`src/rtl/i2c_eng_pkg.sv`:
```
package i2c_eng_pkg;

   // Control register image; the field order is the register's bit order.
   typedef struct packed {
      logic       ack_clk_en;   // bit 7
      logic       ack_val;      // bit 6
      logic       fast;         // bit 5
      logic [4:0] div;          // bits 4:0
   } eng_cfg_t;

   typedef enum logic [1:0] {
      PH_IDLE = 2'd0,
      PH_LOW  = 2'd1,
      PH_HIGH = 2'd2
   } eng_phase_e;

   localparam logic [7:0] ACK_FIELD_MASK = 8'h40;

endpackage

```
`src/rtl/i2c_eng_clkgen.sv`:
```
module i2c_eng_clkgen #(
   parameter int STD_BASE     = 8,
   parameter int CLK_KHZ      = 50000,
   parameter int FAST_MIN_KHZ = 4000
) (
   input  logic       clk,
   input  logic       rst_n,
   input  logic       clr,
   input  logic [4:0] div_code,
   input  logic       fast_req,
   output logic       tick,
   output logic       first
);
   localparam int FAST_BASE = STD_BASE / 4;
   localparam int CW        = $clog2(31 * STD_BASE + 1);

   generate
      if ((STD_BASE % 4) != 0 || STD_BASE < 8) begin : g_bad_base
         $error("STD_BASE must be a multiple of 4 and at least 8");
      end
   endgenerate

   logic          fast_eff;
   logic [4:0]    div_eff;
   logic [CW-1:0] lim;
   logic [CW-1:0] cnt_q;

   // Pick the fast-mode variant according to the system clock rate.
   generate
      if (CLK_KHZ >= FAST_MIN_KHZ) begin : g_fast_ok
         assign fast_eff = fast_req;
      end else begin : g_fast_blocked
         assign fast_eff = fast_req & 1'b0;
      end
   endgenerate

   always_comb begin
      div_eff = (div_code == 5'd0) ? 5'd1 : div_code;
      lim     = CW'(div_eff) * (fast_eff ? CW'(FAST_BASE) : CW'(STD_BASE));
   end

   assign tick  = (cnt_q == lim - CW'(1));
   assign first = (cnt_q == '0);

   always_ff @(posedge clk or negedge rst_n) begin
      if (!rst_n)      cnt_q <= '0;
      else if (clr)    cnt_q <= '0;
      else if (tick)   cnt_q <= '0;
      else             cnt_q <= cnt_q + CW'(1);
   end


   cnt_range_chk: assert property (@(posedge clk) disable iff (!rst_n)
      !clr |-> (cnt_q < lim));

endmodule

```
`src/rtl/i2c_eng_addrcmp.sv`:
```
module i2c_eng_addrcmp #(
   parameter int AW = 7
) (
   input  logic [AW-1:0] rx_addr,
   input  logic [AW-1:0] own_addr,
   output logic          match
);
   generate
      if (AW < 1 || AW > 7) begin : g_bad_aw
         $error("AW must be between 1 and 7");
      end
   endgenerate

   assign match = (rx_addr == own_addr);

endmodule

```
`src/rtl/i2c_eng_bitctl.sv`:
```
module i2c_eng_bitctl
   import i2c_eng_pkg::*;
(
   input  logic       clk,
   input  logic       rst_n,
   input  logic       start,
   input  logic       rx_mode,
   input  logic       addr_mode,
   input  logic [7:0] tx_byte,
   input  logic       abort,
   input  logic       tick,
   input  logic       first,
   input  logic       ack_en,
   input  logic       ack_val,
   input  logic       addr_match,
   input  logic       sda_i,
   output logic       run,
   output logic       scl_o,
   output logic       sda_o,
   output logic       done,
   output logic [7:0] rx_byte,
   output logic       ack_seen,
   output logic       addr_hit
);
   eng_phase_e ph_q;
   logic [3:0] bit_q;
   logic [7:0] tx_q;
   logic [7:0] rx_q;
   logic       rxm_q;
   logic       adm_q;
   logic       scl_q;
   logic       sda_q;
   logic       done_q;
   logic       ack_q;
   logic       hit_q;
   logic       drive_bit;
   logic       last_pulse;

   always_comb begin
      if (bit_q[3]) begin
         if (!rxm_q)     drive_bit = 1'b1;
         else if (adm_q) drive_bit = ack_val | ~addr_match;
         else            drive_bit = ack_val;
      end else begin
         drive_bit = rxm_q ? 1'b1 : tx_q[3'd7 - bit_q[2:0]];
      end
      last_pulse = bit_q[3] || (bit_q == 4'd7 && !ack_en);
   end

   always_ff @(posedge clk or negedge rst_n) begin
      if (!rst_n) begin
         ph_q   <= PH_IDLE;
         bit_q  <= '0;
         tx_q   <= '0;
         rx_q   <= '0;
         rxm_q  <= 1'b0;
         adm_q  <= 1'b0;
         scl_q  <= 1'b1;
         sda_q  <= 1'b1;
         done_q <= 1'b0;
         ack_q  <= 1'b1;
         hit_q  <= 1'b0;
      end else begin
         done_q <= 1'b0;
         if (abort) begin
            ph_q  <= PH_IDLE;
            scl_q <= 1'b1;
            sda_q <= 1'b1;
         end else begin
            case (ph_q)
               PH_IDLE: begin
                  if (start) begin
                     ph_q  <= PH_LOW;
                     bit_q <= '0;
                     scl_q <= 1'b0;
                     tx_q  <= tx_byte;
                     rxm_q <= rx_mode;
                     adm_q <= addr_mode;
                     ack_q <= 1'b1;
                     hit_q <= 1'b0;
                  end
               end
               PH_LOW: begin
                  if (first) sda_q <= drive_bit;
                  if (tick) begin
                     ph_q  <= PH_HIGH;
                     scl_q <= 1'b1;
                  end
               end
               PH_HIGH: begin
                  if (first) begin
                     if (!bit_q[3])   rx_q  <= {rx_q[6:0], sda_i};
                     else if (!rxm_q) ack_q <= sda_i;
                  end
                  if (tick) begin
                     scl_q <= 1'b0;
                     if (last_pulse) begin
                        ph_q   <= PH_IDLE;
                        done_q <= 1'b1;
                        hit_q  <= rxm_q & adm_q & addr_match;
                     end else begin
                        ph_q  <= PH_LOW;
                        bit_q <= bit_q + 4'd1;
                     end
                  end
               end
               default: ph_q <= PH_IDLE;
            endcase
         end
      end
   end

   assign run      = (ph_q != PH_IDLE);
   assign scl_o    = scl_q;
   assign sda_o    = sda_q;
   assign done     = done_q;
   assign rx_byte  = rx_q;
   assign ack_seen = ack_q;
   assign addr_hit = hit_q;


   sda_low_only_chk: assert property (@(posedge clk) disable iff (!rst_n)
      (!$stable(sda_q) && !$past(abort)) |-> (!scl_q && !$past(scl_q)));


   done_idle_chk: assert property (@(posedge clk) disable iff (!rst_n)
      done_q |-> (ph_q == PH_IDLE && !scl_q));


   ack_slot_chk: assert property (@(posedge clk) disable iff (!rst_n)
      (ph_q != PH_IDLE && bit_q[3]) |-> (ack_en && bit_q == 4'd8));

endmodule

```
`src/rtl/i2c_byte_engine.sv`:
```
module i2c_byte_engine
   import i2c_eng_pkg::*;
#(
   parameter int STD_BASE     = 8,
   parameter int CLK_KHZ      = 50000,
   parameter int FAST_MIN_KHZ = 4000,
   parameter int AW           = 7
) (
   input  logic          clk,
   input  logic          rst_n,
   input  logic          cfg_wr,
   input  logic [7:0]    cfg_wdata,
   input  logic [AW-1:0] own_addr,
   input  logic          start,
   input  logic          rx_mode,
   input  logic          addr_mode,
   input  logic [7:0]    tx_byte,
   input  logic          sda_i,
   output logic          scl_o,
   output logic          sda_o,
   output logic          busy,
   output logic          done,
   output logic [7:0]    rx_byte,
   output logic          ack_seen,
   output logic          addr_hit
);
   eng_cfg_t cfg_q;
   logic     nonack_diff;
   logic     abort;
   logic     tick;
   logic     first;
   logic     match;

   assign nonack_diff = |((cfg_wdata ^ cfg_q) & ~ACK_FIELD_MASK);
   assign abort       = cfg_wr & busy & nonack_diff;

   always_ff @(posedge clk or negedge rst_n) begin
      if (!rst_n)      cfg_q <= '0;
      else if (cfg_wr) cfg_q <= eng_cfg_t'(cfg_wdata);
   end

   i2c_eng_clkgen #(
      .STD_BASE     (STD_BASE),
      .CLK_KHZ      (CLK_KHZ),
      .FAST_MIN_KHZ (FAST_MIN_KHZ)
   ) u_clkgen (
      .clk      (clk),
      .rst_n    (rst_n),
      .clr      (!busy || abort),
      .div_code (cfg_q.div),
      .fast_req (cfg_q.fast),
      .tick     (tick),
      .first    (first)
   );

   i2c_eng_addrcmp #(.AW(AW)) u_addrcmp (
      .rx_addr  (rx_byte[7 -: AW]),
      .own_addr (own_addr),
      .match    (match)
   );

   i2c_eng_bitctl u_bitctl (
      .clk        (clk),
      .rst_n      (rst_n),
      .start      (start),
      .rx_mode    (rx_mode),
      .addr_mode  (addr_mode),
      .tx_byte    (tx_byte),
      .abort      (abort),
      .tick       (tick),
      .first      (first),
      .ack_en     (cfg_q.ack_clk_en),
      .ack_val    (cfg_q.ack_val),
      .addr_match (match),
      .sda_i      (sda_i),
      .run        (busy),
      .scl_o      (scl_o),
      .sda_o      (sda_o),
      .done       (done),
      .rx_byte    (rx_byte),
      .ack_seen   (ack_seen),
      .addr_hit   (addr_hit)
   );


   abort_release_chk: assert property (@(posedge clk) disable iff (!rst_n)
      (cfg_wr && busy && nonack_diff) |=> (!busy && scl_o && sda_o && !done));


   ack_write_keeps_chk: assert property (@(posedge clk) disable iff (!rst_n)
      (cfg_wr && busy && !nonack_diff && !done) |=> busy || done);

endmodule

```
`config.mk`:
```
export PLATFORM = sky130hd
export DESIGN_NAME = i2c_byte_engine
export DESIGN_NICKNAME = d
export VERILOG_FILES = /design/src/rtl/i2c_eng_pkg.sv /design/src/rtl/i2c_eng_clkgen.sv /design/src/rtl/i2c_eng_addrcmp.sv /design/src/rtl/i2c_eng_bitctl.sv /design/src/rtl/i2c_byte_engine.sv
export SDC_FILE = /design/constraint.sdc
export NUM_CORES = 1
export LEC_CHECK = 0
export BUFFER_PORTS_ARGS = -buffer_cell sky130_fd_sc_hd__buf_2
export CAP_MARGIN = 20
export CORE_UTILIZATION = 42
export CTS_CLUSTER_DIAMETER = 150
export CTS_CLUSTER_SIZE = 10
export DETAILED_ROUTE_END_ITERATION = 8
export SLEW_MARGIN = 40
export SYNTH_ARGS = -nofsm -noshare
export SYNTH_HDL_FRONTEND = slang
export SYNTH_SLANG_ARGS = --single-unit
```
`constraint.sdc`:
```
create_clock -name clk -period 7.3 [get_ports clk]
set_clock_uncertainty 0.1 [all_clocks]
set_input_delay 0.73 -clock clk [delete_from_list [all_inputs] [get_ports clk]]
set_output_delay 0.73 -clock clk [all_outputs]
set_load 0.01 [all_outputs]
```
==> qor.yml <==
run_status:
  status: "complete, no violations"
power_and_ir_drop:
  power.internal_mw: 0.437
  power.leakage_nw: 1.47
  clkPwrFrac: 0.255
  worst_ir_drop_vdd_mv: 0.142
  netSwitchingFraction: 0.300
  fin_total_pwr_mw: 0.624
  switchingPower_mw: 0.187
  combinationalPowerShare: 0.275
  p_per_area_mw_per_mm2: 203
  p_seq_frac: 0.470
grt:
  grt_max_degree: 46
  top_usage_layer: "met2"
  grt_pass1_vias: 1809
  grt_pass1_wl_mm: 8.33
  antenna_found_initial: 0
  gr-usage-all-layers: 0.165
  grt_remaining_overflow: 0
  met2_usage: 0.269
  met1_usage: 0.220
  use_met3: 0.0330
cells_and_area:
  final_util: 0.508
  diodes: 0
  stdcell_area_mm2: 0.00308
  fin_nets: 333
  area_growth_syn_to_layout_pct: 14.2
  final_cells: 362
  drive_gt1_frac: 0.324
run:
  maxCapViolCount: 0
clocking:
  cts.clk_slew.worst_paths_ns: 0.08
  cts_hold_buf: 0
  cts_buffer_depth: 2
  cts_root_buffer: "clkbuf_8"
  post_cts_resized: 0
  cts_buffers: 5
  insertion_delay_ns: 0.29
  postCtsSetupBuffers: 0
  cts.sinks: 45
  htreeDepth: 2
  cts_tree: "built"
placed_design:
  place_inst: 354
  place_area_mm2: 0.00299
  post-dp-hpwl_mm: 3.70
  preCtsSetupSlack_ns: 3.31
  port_buffers: 43
  place.gp.congestion: 0.791
synthesis:
  avgSynthCellArea_um2: 11.2
  yosysMostFrequentCell: "dfrtp_1"
  synth_seq_area_share: 0.419
  ys.flop_type: "dfrtp_1"
  syn_inst: 240
  yosysUniqueCellTypes: 52
  yosys_warnings: 0
  synth_edf_count: 0
  ys_top_cells_by_area: "dfrtp_1 (39%), mux2_2 (11%), ha_1 (7.0%)"
  ys_seq_elements: 45
  synth_top_area_share: 0.390
  yosysTopAreaCell: "dfrtp_1"
  synth_commonest_cells: "dfrtp_1 (42), mux2_2 (26), nor2_1 (18), xnor2_1 (18), nand2_1 (16)"
  syn_nets: 287
  async_flop_share: 1.00
  syn-cell-area_mm2: 0.00270
route:
  post-route-drc-count: 0
  wl_per_cell_um: 13.6
  viasPerCell: 5.14
  ant_nets: 0
  dr.pass1.iters: 4
  drt-total-wl_mm: 4.94
  vias: 1859
  drtIter0Drc: 40
sta:
  slew_violations: 0
  worst_slack_ns: 3.30
  setup_violations: 0
  holdWs_ns: 0.313
  worst_pin_slew_ns: 0.622
  period_minus_slack_ns: 4.00
  fin_tns_setup_ns: 0
  fmax_mhz: 250
  hold_viol_final: 0
  min_period_over_period: 0.548
  grt_setup_unrepaired: "false"
  slew_headroom: 0.585
die:
  die_area_mm2: 0.00674
  coreArea_mm2: 0.00606
  rows: 28
  die_h_um: 82.1
  fp.dieW_um: 82.1
  pin_count: 44
  start_util: 0.445
critical_path:
  max_stage_delay_ns: 0.54
  reg2reg_from: "cfg_q[3]"
  cp_top_family: "adder cells"
  end_kind: "flop"
  path_cells: "nor4_2 -> o21bai_1 -> fa_1 -> inv_1 -> ha_1 -> inv_1 -> fa_1 -> nand2b_1 -> a21oi_1 -> xnor2_1 -> a211o_2 -> o21ai_4 -> nand3_4 -> mux2_4"
  arrival_ns: 4.08
  cp_slowest_cell: "fa_1"
  path_buf_inv: 2
  worstSetupPathType: "reg2reg"
  setup.worst_path.start: "cfg_q[3]"
  rrSetupSlack_ns: 3.30
  crit_path_start_kind: "flop"
  required_ns: 7.38
  cp_max_fo: 6
hold_path:
  worstHoldPathType: "in2async"
[sequential cells by signal, indices dropped and copies added (netlist names)]
register           flops
cfg_q                  8
u_bitctl.rx_byte       8
u_bitctl.tx_q          8
u_clkgen.cnt_q         8
u_bitctl.bit_q         4
u_bitctl.ph_q          2
u_bitctl.ack_seen      1
u_bitctl.addr_hit      1
u_bitctl.adm_q         1
u_bitctl.done          1
u_bitctl.rxm_q         1
u_bitctl.scl_o         1
u_bitctl.sda_o         1
[cell type report]
cell class              count  area, um2
clock buffers               8       90.1
flip-flops and latches     45       1130
repair buffers             43        218
multi-input cells         177       1490
inverters                  14       52.6
fillers                   556       2980
well taps                  75       93.8
[metal layers]
| metal | wire, um | vias to the layer above |
|---|---|---|
| li1 | - | 926 |
| met1 | 2370 | 881 |
| met2 | 2310 | 43 |
| met3 | 188 | 9 |
| met4 | 77 | 0 |
| met5 | 0 | - |
[worst register-to-register path, cell delays in order (launching register included)]
cell,delay (ns)
dfrtp_1,0.45
nor4_2,0.33
o21bai_1,0.15
fa_1,0.54
inv_1,0.04
ha_1,0.29
inv_1,0.06
fa_1,0.44
nand2b_1,0.16
a21oi_1,0.16
xnor2_1,0.12
a211o_2,0.42
o21ai_4,0.21
nand3_4,0.11
mux2_4,0.30
[path summary, 6_finish.rpt]
check | end | cells past startpoint
max | u_bitctl.bit_q[0] | 14
max reg2reg | u_bitctl.bit_q[0] | 14
min | u_clkgen.cnt_q[5] | 1
min reg2reg | u_bitctl.scl_o | 2
min in group clk | u_bitctl.scl_o | 2
max in group asynchronous | cfg_q[2] | 1
[layout by cell type (no fill, tap or decap), types with 2 or more instances in the layout]
master and n:
mux4_2 2, nand4_1 5, inv_1 14, mux2i_1 2
o21ai_0 2, xnor2_1 18, fa_1 2, mux2_2 26
nor4_2 2, mux2_4 2, nand2b_1 6, nand2_1 16
dfstp_2 3, and2_1 2, a21oi_1 5, nor4_1 2
clkbuf_1 2, nand3_1 6, and3_1 2, clkbuf_8 6
dfrtp_1 42, nor2_1 18, a2bb2oi_1 2, xor2_1 15
buf_2 42, nor2b_1 2, ha_1 15
[logic make-up after synthesis]
kind of cell / Yosys count / share of synthesized area
and+or+nand+nor: 71 / 0.146
muxes: 32 / 0.144
buffers and inverters: 18 / 0.0269
AOI/OAI and AO/OA: 24 / 0.0729
xor gates and xnor gates: 33 / 0.107
adders and majority gates: 17 / 0.0845
DFF: 45 / 0.419
[power by group through the flow]
stage	registers [mW]	logic, mW	clock network, mW
3_3_place_gp	0.298	0.172	0
5_1_grt	0.297	0.195	0.176
4_1_cts	0.293	0.177	0.166
6_report	0.293	0.172	0.159
3_5_place_dp	0.298	0.173	0
2_1_floorplan	0.293	0.133	0
Power figures use the tool's default switching activity.
